<file path="config.mk">
export PLATFORM = sky130hd
export DESIGN_NAME = divr_phase_jump
export DESIGN_NICKNAME = d
export VERILOG_FILES = /design/src/rtl/divr_pkg.sv /design/src/rtl/divr_exp_sel.sv /design/src/rtl/divr_mask_gen.sv /design/src/rtl/divr_counter.sv /design/src/rtl/divr_phase_jump.sv
export SDC_FILE = /design/constraint.sdc
export NUM_CORES = 1
export LEC_CHECK = 0
export BUFFER_PORTS_ARGS = -buffer_cell sky130_fd_sc_hd__buf_2
export CORE_MARGIN = 2
export CORE_UTILIZATION = 55
export DETAILED_ROUTE_END_ITERATION = 16
export PLACE_DENSITY = 0.86
export SYNTH_ARGS = -nofsm -noshare
export SYNTH_HDL_FRONTEND = slang
export SYNTH_SLANG_ARGS = --single-unit
</file>
<file path="constraint.sdc">
create_clock -name clk -period 7.1 [get_ports clk]
set_input_delay 0.71 -clock clk [delete_from_list [all_inputs] [get_ports clk]]
set_output_delay 0.71 -clock clk [all_outputs]
set_load 0.02 [all_outputs]
</file>
<file path="src/rtl/divr_pkg.sv">
package divr_pkg;

   // Per-edge action chosen for the count register, highest priority last.
   typedef enum logic [1:0] {
      ACT_HOLD    = 2'd0,
      ACT_TICK    = 2'd1,
      ACT_JUMP    = 2'd2,
      ACT_RESTART = 2'd3
   } divr_act_e;

endpackage

</file>
<file path="src/rtl/divr_exp_sel.sv">
// Clamps the requested exponent into range, holds it, and flags a change.
module divr_exp_sel #(
   parameter int EXP_W = 5,
   parameter int N_MIN = 5,
   parameter int N_MAX = 30
) (
   input  logic             clk,
   input  logic             rst_n,
   input  logic [EXP_W-1:0] exp_req,
   output logic [EXP_W-1:0] exp_q,
   output logic             restart
);
   localparam logic [EXP_W-1:0] LO = EXP_W'(N_MIN);
   localparam logic [EXP_W-1:0] HI = EXP_W'(N_MAX);

   logic [EXP_W-1:0] exp_clamped;

   always_comb begin
      if (exp_req < LO)      exp_clamped = LO;
      else if (exp_req > HI) exp_clamped = HI;
      else                   exp_clamped = exp_req;
   end

   assign restart = (exp_clamped != exp_q);

   always_ff @(posedge clk or negedge rst_n) begin
      if (!rst_n)       exp_q <= LO;
      else if (restart) exp_q <= exp_clamped;
   end
endmodule

</file>
<file path="src/rtl/divr_mask_gen.sv">
// Builds the modulus mask (bits below n) and the one-hot output tap (bit n-1).
module divr_mask_gen #(
   parameter int CNT_W = 30,
   parameter int EXP_W = 5
) (
   input  logic [EXP_W-1:0] exp_q,
   output logic [CNT_W-1:0] mask,
   output logic [CNT_W-1:0] tap
);
   for (genvar i = 0; i < CNT_W; i++) begin : g_bit
      assign mask[i] = (int'(exp_q) > i);
      assign tap[i]  = (int'(exp_q) == i + 1);
   end
endmodule

</file>
<file path="src/rtl/divr_counter.sv">
// Count register: hold, increment, signed modular jump, or restart.
module divr_counter
   import divr_pkg::*;
#(
   parameter int CNT_W = 30,
   parameter int JMP_W = 32
) (
   input  logic             clk,
   input  logic             rst_n,
   input  divr_act_e        act,
   input  logic [JMP_W-1:0] jump_amt,
   input  logic [CNT_W-1:0] mask,
   output logic [CNT_W-1:0] count_q
);
   localparam logic [CNT_W-1:0] ONE = CNT_W'(1);

   logic [CNT_W-1:0] jump_ext;
   logic [CNT_W-1:0] count_d;

   // Arithmetic is done modulo 2^CNT_W; since 2^n divides that, masking
   // afterwards gives the residue mod 2^n for either sign of the amount.
   if (JMP_W > CNT_W) begin : g_drop
      logic unused_jump_hi;
      assign unused_jump_hi = ^jump_amt[JMP_W-1:CNT_W];
      assign jump_ext       = jump_amt[CNT_W-1:0];
   end else if (JMP_W == CNT_W) begin : g_exact
      assign jump_ext = jump_amt;
   end else begin : g_sext
      assign jump_ext = {{(CNT_W-JMP_W){jump_amt[JMP_W-1]}}, jump_amt};
   end

   always_comb begin
      unique case (act)
         ACT_RESTART: count_d = '0;
         ACT_JUMP:    count_d = (count_q + jump_ext) & mask;
         ACT_TICK:    count_d = (count_q + ONE) & mask;
         default:     count_d = count_q;
      endcase
   end

   always_ff @(posedge clk or negedge rst_n) begin
      if (!rst_n) count_q <= '0;
      else        count_q <= count_d;
   end
endmodule

</file>
<file path="src/rtl/divr_phase_jump.sv">
module divr_phase_jump
   import divr_pkg::*;
#(
   parameter int CNT_W = 30,
   parameter int JMP_W = 32,
   parameter int N_MIN = 5,
   parameter int N_MAX = 30,
   parameter int EXP_W = $clog2(N_MAX + 1)
) (
   input  logic             clk,
   input  logic             rst_n,
   input  logic             tick,
   input  logic             jump_stb,
   input  logic [JMP_W-1:0] jump_amt,
   input  logic [EXP_W-1:0] exp_sel,
   output logic             div_out
);
   // Elaboration-time parameter checks.
   if (N_MIN < 1) begin : g_bad_min
      $error("divr_phase_jump: N_MIN must be at least 1");
   end
   if (N_MAX < N_MIN) begin : g_bad_range
      $error("divr_phase_jump: N_MAX must not be below N_MIN");
   end
   if (N_MAX > CNT_W) begin : g_bad_width
      $error("divr_phase_jump: N_MAX must not exceed CNT_W");
   end
   if ((1 << EXP_W) <= N_MAX) begin : g_bad_exp_w
      $error("divr_phase_jump: EXP_W too narrow for N_MAX");
   end

   logic [EXP_W-1:0] exp_q;
   logic             restart;
   logic [CNT_W-1:0] mask;
   logic [CNT_W-1:0] tap;
   logic [CNT_W-1:0] count_q;
   divr_act_e        act;

   divr_exp_sel #(.EXP_W(EXP_W), .N_MIN(N_MIN), .N_MAX(N_MAX)) u_exp (
      .clk     (clk),
      .rst_n   (rst_n),
      .exp_req (exp_sel),
      .exp_q   (exp_q),
      .restart (restart)
   );

   divr_mask_gen #(.CNT_W(CNT_W), .EXP_W(EXP_W)) u_mask (
      .exp_q (exp_q),
      .mask  (mask),
      .tap   (tap)
   );

   // Priority: exponent change, then jump, then tick.
   always_comb begin
      if (restart)       act = ACT_RESTART;
      else if (jump_stb) act = ACT_JUMP;
      else if (tick)     act = ACT_TICK;
      else               act = ACT_HOLD;
   end

   divr_counter #(.CNT_W(CNT_W), .JMP_W(JMP_W)) u_cnt (
      .clk      (clk),
      .rst_n    (rst_n),
      .act      (act),
      .jump_amt (jump_amt),
      .mask     (mask),
      .count_q  (count_q)
   );

   assign div_out = |(count_q & tap);
endmodule

</file>
# After elaboration in Yosys (flattened, before gate mapping)
# Index checks and enable logic that the tools add are counted.
[totals]
out_inout_bits = 1
mem_bits_ro = 0
regBits = 35
memories = 0
ram_bits = 0
latchBits = 0
input_bits = 41
[classes]
n_mux = 6
mul = 0
n_reduce_logical = 2
div_mod_pow = 0
n_eq_ne = 34
bitwise = 3
shifts = 0
n_addsub = 2
order_cmp = 32
[op_table]
columns = ["operator", "count"]
rows = [
  ["$and 30x30->30", 3],
  ["$pmux 30 s3", 1],
  ["$eq 5x5->1 const B", 16],
  ["$gt 5x5->1 const B", 15],
  ["$eq 5x4->1 const B", 8],
  ["$gt 5x4->1 const B", 8],
  ["$add 30x1->30 const B", 1],
  ["$add 30x30->30", 1],
  ["$reduce_or 30->1", 1],
  ["$eq 5x3->1 const B", 4],
  ["$gt 5x3->1 const B", 4],
  ["$eq 5x2->1 const B", 2],
  ["$gt 5x1->1 const B", 2],
  ["$gt 5x2->1 const B", 2],
  ["$mux 5", 2],
  ["$lt 5x3->1 const B", 1],
  ["$ne 5x5->1", 1],
  ["$eq 2x2->1 const B", 2],
  ["$mux 2", 2],
  ["$reduce_bool 3->1", 1],
  ["$eq 2x1->1 const B", 1],
  ["$mux 1", 1],
]

# Depth between registers and ports, before layout
[depth]
word_depth = 7
depth_mapped = 21
ltp_nobuf = 19

# By module
# From an unflattened synthesis, not the netlist that was laid out.
[unflattened]
cells_unflattened = 536
hier_area_um2 = 4056.4
[modules_own_cells]
columns = ["module", "instances", "area_each_um2", "cells_per_inst", "seq_area_each_um2"]
rows = [
  ["divr_counter", 1, 3159.3, 392, 750.7],
  ["divr_mask_gen", 1, 470.5, 98, 0.0],
  ["divr_exp_sel", 1, 260.2, 23, 127.6],
  ["divr_phase_jump", 1, 166.4, 23, 0.0],
]

# Worst setup path after synthesis
# Ideal clock, no wire load.
[synth_path]
kind = "input to register"
startpoint = "input exp_sel[2]"
endpoint = "register u_cnt.count_q[24]"
setup_ns = 0.095
required_ns = 7.005
stages = 20
slack_ns = 2.810
arrival_time_ns = 4.195
path_buffers = 2
path_cell_list = "o31a_1 xor2_1 a21oi_1 o211ai_1 a21oi_1 inv_1 ha_1 clkbuf_1 clkbuf_1 or2_2 ha_1 inv_1 fa_1 and2b_1 o31ai_2 a21o_1 a21oi_1 a221oi_1 xor2_1 o31ai_1"
[synth_via]
elab_chain_cells = 7
[synth_lines]
columns = ["element", "line", "text"]
rows = [
  ["from (decl)", "divr_phase_jump.sv:15", "input logic [EXP_W-1:0] exp_sel,"],
  ["$gt 5x5->1", "divr_exp_sel.sv:20", "else if (exp_req > HI) exp_clamped = HI;"],
  ["$mux 5", "divr_exp_sel.sv:20", ""],
  ["$mux 5 (*)", "divr_exp_sel.sv:19", "if (exp_req < LO) exp_clamped = LO;"],
  ["$ne 5x5->1 (*)", "divr_exp_sel.sv:24", "assign restart = (exp_clamped != exp_q);"],
  ["$mux 2 (*)", "divr_phase_jump.sv:55", "if (restart) act = ACT_RESTART;"],
  ["$eq 2x1->1 / $eq 2x2->1 (equally long branches)", "divr_counter.sv:33", "unique case (act)"],
  ["$pmux 30 s3 / $reduce_bool 3->1 (equally long branches)", "--", ""],
  ["to (signal assigned)", "divr_counter.sv:43", "else count_q <= count_d;"],
  ["to (decl)", "divr_counter.sv:13", "output logic [CNT_W-1:0] count_q"],
]
# Every way passes the cells marked *; elsewhere a longest branch is shown, timed or not.
# A chain may end at the register's enable or synchronous reset.

# Final worst setup path
[layout_path]
startpoint = "register u_exp.exp_q[3]"
endpoint = "register u_cnt.count_q[24]"
[layout_via]
elab_chain_cells = 4
[layout_lines]
columns = ["element", "line", "text"]
rows = [
  ["from (decl)", "divr_exp_sel.sv:10", "output logic [EXP_W-1:0] exp_q,"],
  ["from (signal assigned)", "divr_exp_sel.sv:28", "else if (restart) exp_q <= exp_clamped;"],
  ["branches (longest 4 deep; another with $gt 5x5->1)", "--", ""],
]
# Several ways; the timed one is not identified.

==> metrics <==
Final ANT Viol Nets=0; Worst-path clk slew=0.08 ns; max frequency=0.190 GHz; number of setup buffers added after CTS=0; GRT met2 Usage=0.450; initial DRC count=418; vias in the first global route=roughly 3,600; # IOs=42; Synth area leader=dfrtp_1; Static Leak=1.94 nW; placed cell area=between 4000 and 5000 sq um; wire per inst=between 15 and 20 um; total CTS buffers=5; clock share of power=0.358; EDFF count, synth=0; Startpoint Class=register; Initial Util=0.569; period utilization=0.740; Req. time, crit path=7.30 ns; Netlist Area Pre-Place=3890 sq um; first-pass GRT wire length=17.0 mm; post-synthesis sequential area ratio=0.226; post-route setup slack=1.84 ns; peak supply drop=0.147 mV; CP endpoint kind=register; number of iterations in the first detailed-routing pass=6; final setup fails=0; Slew Limit Headroom=0.354; Setup Skew=about 0.0065 ns; count leader, synth=nand2_1; post-cts resize count=0; Switching Fraction=0.321; CTS Sinks=35; CTS tree=built; Syn-to-layout area delta=7.57%; CTS H-Tree Depth=2; Crit Path Category=reg2reg; max-cap viol count=0; min Tclk post-route=5.26 ns; die height=about 88 um; Routed WL=10.2 mm; Comb pwr share=0.227; status=finished, final reports clean; Die Wd=88.1 um; M1 GR Usage=0.384; Sw Pwr=0.000170 W; Mapped Cells=507; Buffers on Ports=39; Synth Area per Inst=between 7 and 8 sq um; Cell variety after synth=about 70; Pwr Density=127 nW/um^2; diode count=0; post-route setup TNS=0 ns; flops & latches, synth=35; DP Wirelength=7.71 mm; GPL Wtd Cong=0.922; die area=around 7800 sq um; root buf cell=clkbuf_8; RSZ-0062 raised after global routing=no; HP Class=in2async; Via-to-Cell Ratio=6.30; Finished Cell Area=4180 sq um; Tot GR Track Use=0.277; Worst-Margin Slew=0.970 ns; Syn Nets=580; post-route DRC violation count=0; Via Count=approximately 3,900; critical path fanouts, max=33; Yosys top cell area share=0.212; Setup WS pre-CTS=1.95 ns; Int Pwr=0.000361 W; Final Max Tran Viols=0; top post-synthesis cells by area=dfrtp_1 (21%), ha_1 (10%), nand2_1 (6.6%), nor2b_1 (5.3%), a21oi_1 (5.3%); Final Hold Fails=0; layout cells sized above 1=0.133; Max Buffers Root-to-Sink=2; grt ovf=0; Core ar.=6830 sq um; cell row count=30; initial antenna violation count=0; CTS Hold Bufs=0; top_reg_cell synth=dfrtp_1; M3 GR Usage=0.0405; pin count of the biggest net entering global routing=41; CP Data Arrival Time=5.46 ns; Synth Warn #=0; sequential share of power=0.415; grt peak-use layer=met2; Skew-Pair Late Insertion Delay=about 0.30 ns; synth cell count leaders=nand2_1 (68), a21oi_1 (41), dfrtp_1 (33), nor2b_1 (33); ys async rst share=1.00; # nets final=600
worst paths after layout:
| kind | from | end | slack, ns | cells after the start |
|---|---|---|---|---|
| worst max-delay path | u_exp.exp_q[3] | u_cnt.count_q[24] | 1.84 | 19 |
| worst min-delay path | rst_n | u_cnt.count_q[22] | 0.49 | 1 |
| worst max register to register | u_exp.exp_q[3] | u_cnt.count_q[24] | 1.84 | 19 |
| worst min register to register | u_cnt.count_q[0] | u_cnt.count_q[0] | 0.53 | 2 |
| max in group asynchronous | rst_n | u_cnt.count_q[5] | 6.10 | 1 |
| min in group clk | u_cnt.count_q[0] | u_cnt.count_q[0] | 0.53 | 2 |
worst max-delay path, stage by stage, from the launching register on:
cell and delay (ns):
dfrtp_1 0.98, nor4bb_1 0.43, a31oi_1 0.07, o21ai_0 0.20
o211ai_1 0.13, a21oi_1 0.20, inv_1 0.07, ha_1 0.36
buf_4 0.29, or2_2 0.31, ha_1 0.20, inv_1 0.07
fa_1 0.18, and2b_1 0.22, o31ai_2 0.33, a21o_1 0.26
a21oi_1 0.13, a221oi_1 0.38, xor2_1 0.13, o31ai_1 0.20
layer usage:
| layer | part of all wire | up-vias |
|---|---|---|
| li1 | - | 1880 |
| met1 | 0.45 | 1852 |
| met2 | 0.46 | 180 |
| met4 | 0.023 | 0 |
| met3 | 0.065 | 22 |
| met5 | 0 | - |
cells in the final DEF, fill, tap and decap left out, types with 4 or more instances in the layout:
master	instances
nand2_1	68
a21oi_1	41
buf_2	39
nor2b_1	33
dfrtp_1	33
nor2_1	31
ha_1	31
o21ai_0	26
nand3_1	19
o21ai_1	18
xnor2_1	17
a21o_1	16
inv_1	15
nand2b_1	9
nand4_1	9
xor2_1	8
mux2i_1	8
o31ai_1	8
nor3_1	7
a31oi_1	6
a22oi_1	6
clkbuf_8	5
o21a_1	4
or3_1	4
and3_1	4
cell families (layout without fill, tap and decap cells):
family,after synthesis,count (layout),synth area share
and+or+nand+nor,201,201,0.258
xor gates and xnor gates,25,25,0.0563
buffers and inverters,43,64,0.0538
AOI/OAI and AO/OA,161,161,0.274
muxes,10,10,0.0264
DFF,35,35,0.226
adders and majority gates,32,32,0.105
sequential cells by signal, summed over array words and instances (netlist names):
signal	flops
u_cnt.count_q	30
u_exp.exp_q	5
final cells by class:
type                    count  area [sq um]
clock inverters             3          47.5
flip-flops and latches     35           878
inverters                  15          56.3
fillers                   610          2650
multi-input cells         429          2800
well taps                  96           120
repair buffers             41           210
clock buffers               5          68.8
power by group through the flow:
stage	Clock, W	Combinational [W]	Sequential (W)
6_report	0.000190	0.000121	0.000220
5_1_grt	0.000201	0.000134	0.000222
4_1_cts	0.000190	0.000119	0.000220
3_5_place_dp	0	0.000118	0.000224
3_3_place_gp	0	0.000114	0.000223
2_1_floorplan	0	0.0000965	0.000212
per-stage QoR:
stage / power [W] / hold WS [ns] / std cells / utilization
after floorplan: 0.000308 / 0.414 / 507 / -
after global placement: 0.000337 / 0.496 / 616 / 0.595
after detailed placement: 0.000342 / 0.514 / 616 / 0.595
after CTS: 0.000528 / 0.517 / 624 / 0.612
after global routing: 0.000556 / 0.553 / 624 / 0.612
final: 0.000531 / 0.493 / 624 / 0.612
No activity file was read; power rests on OpenSTA's default activity.
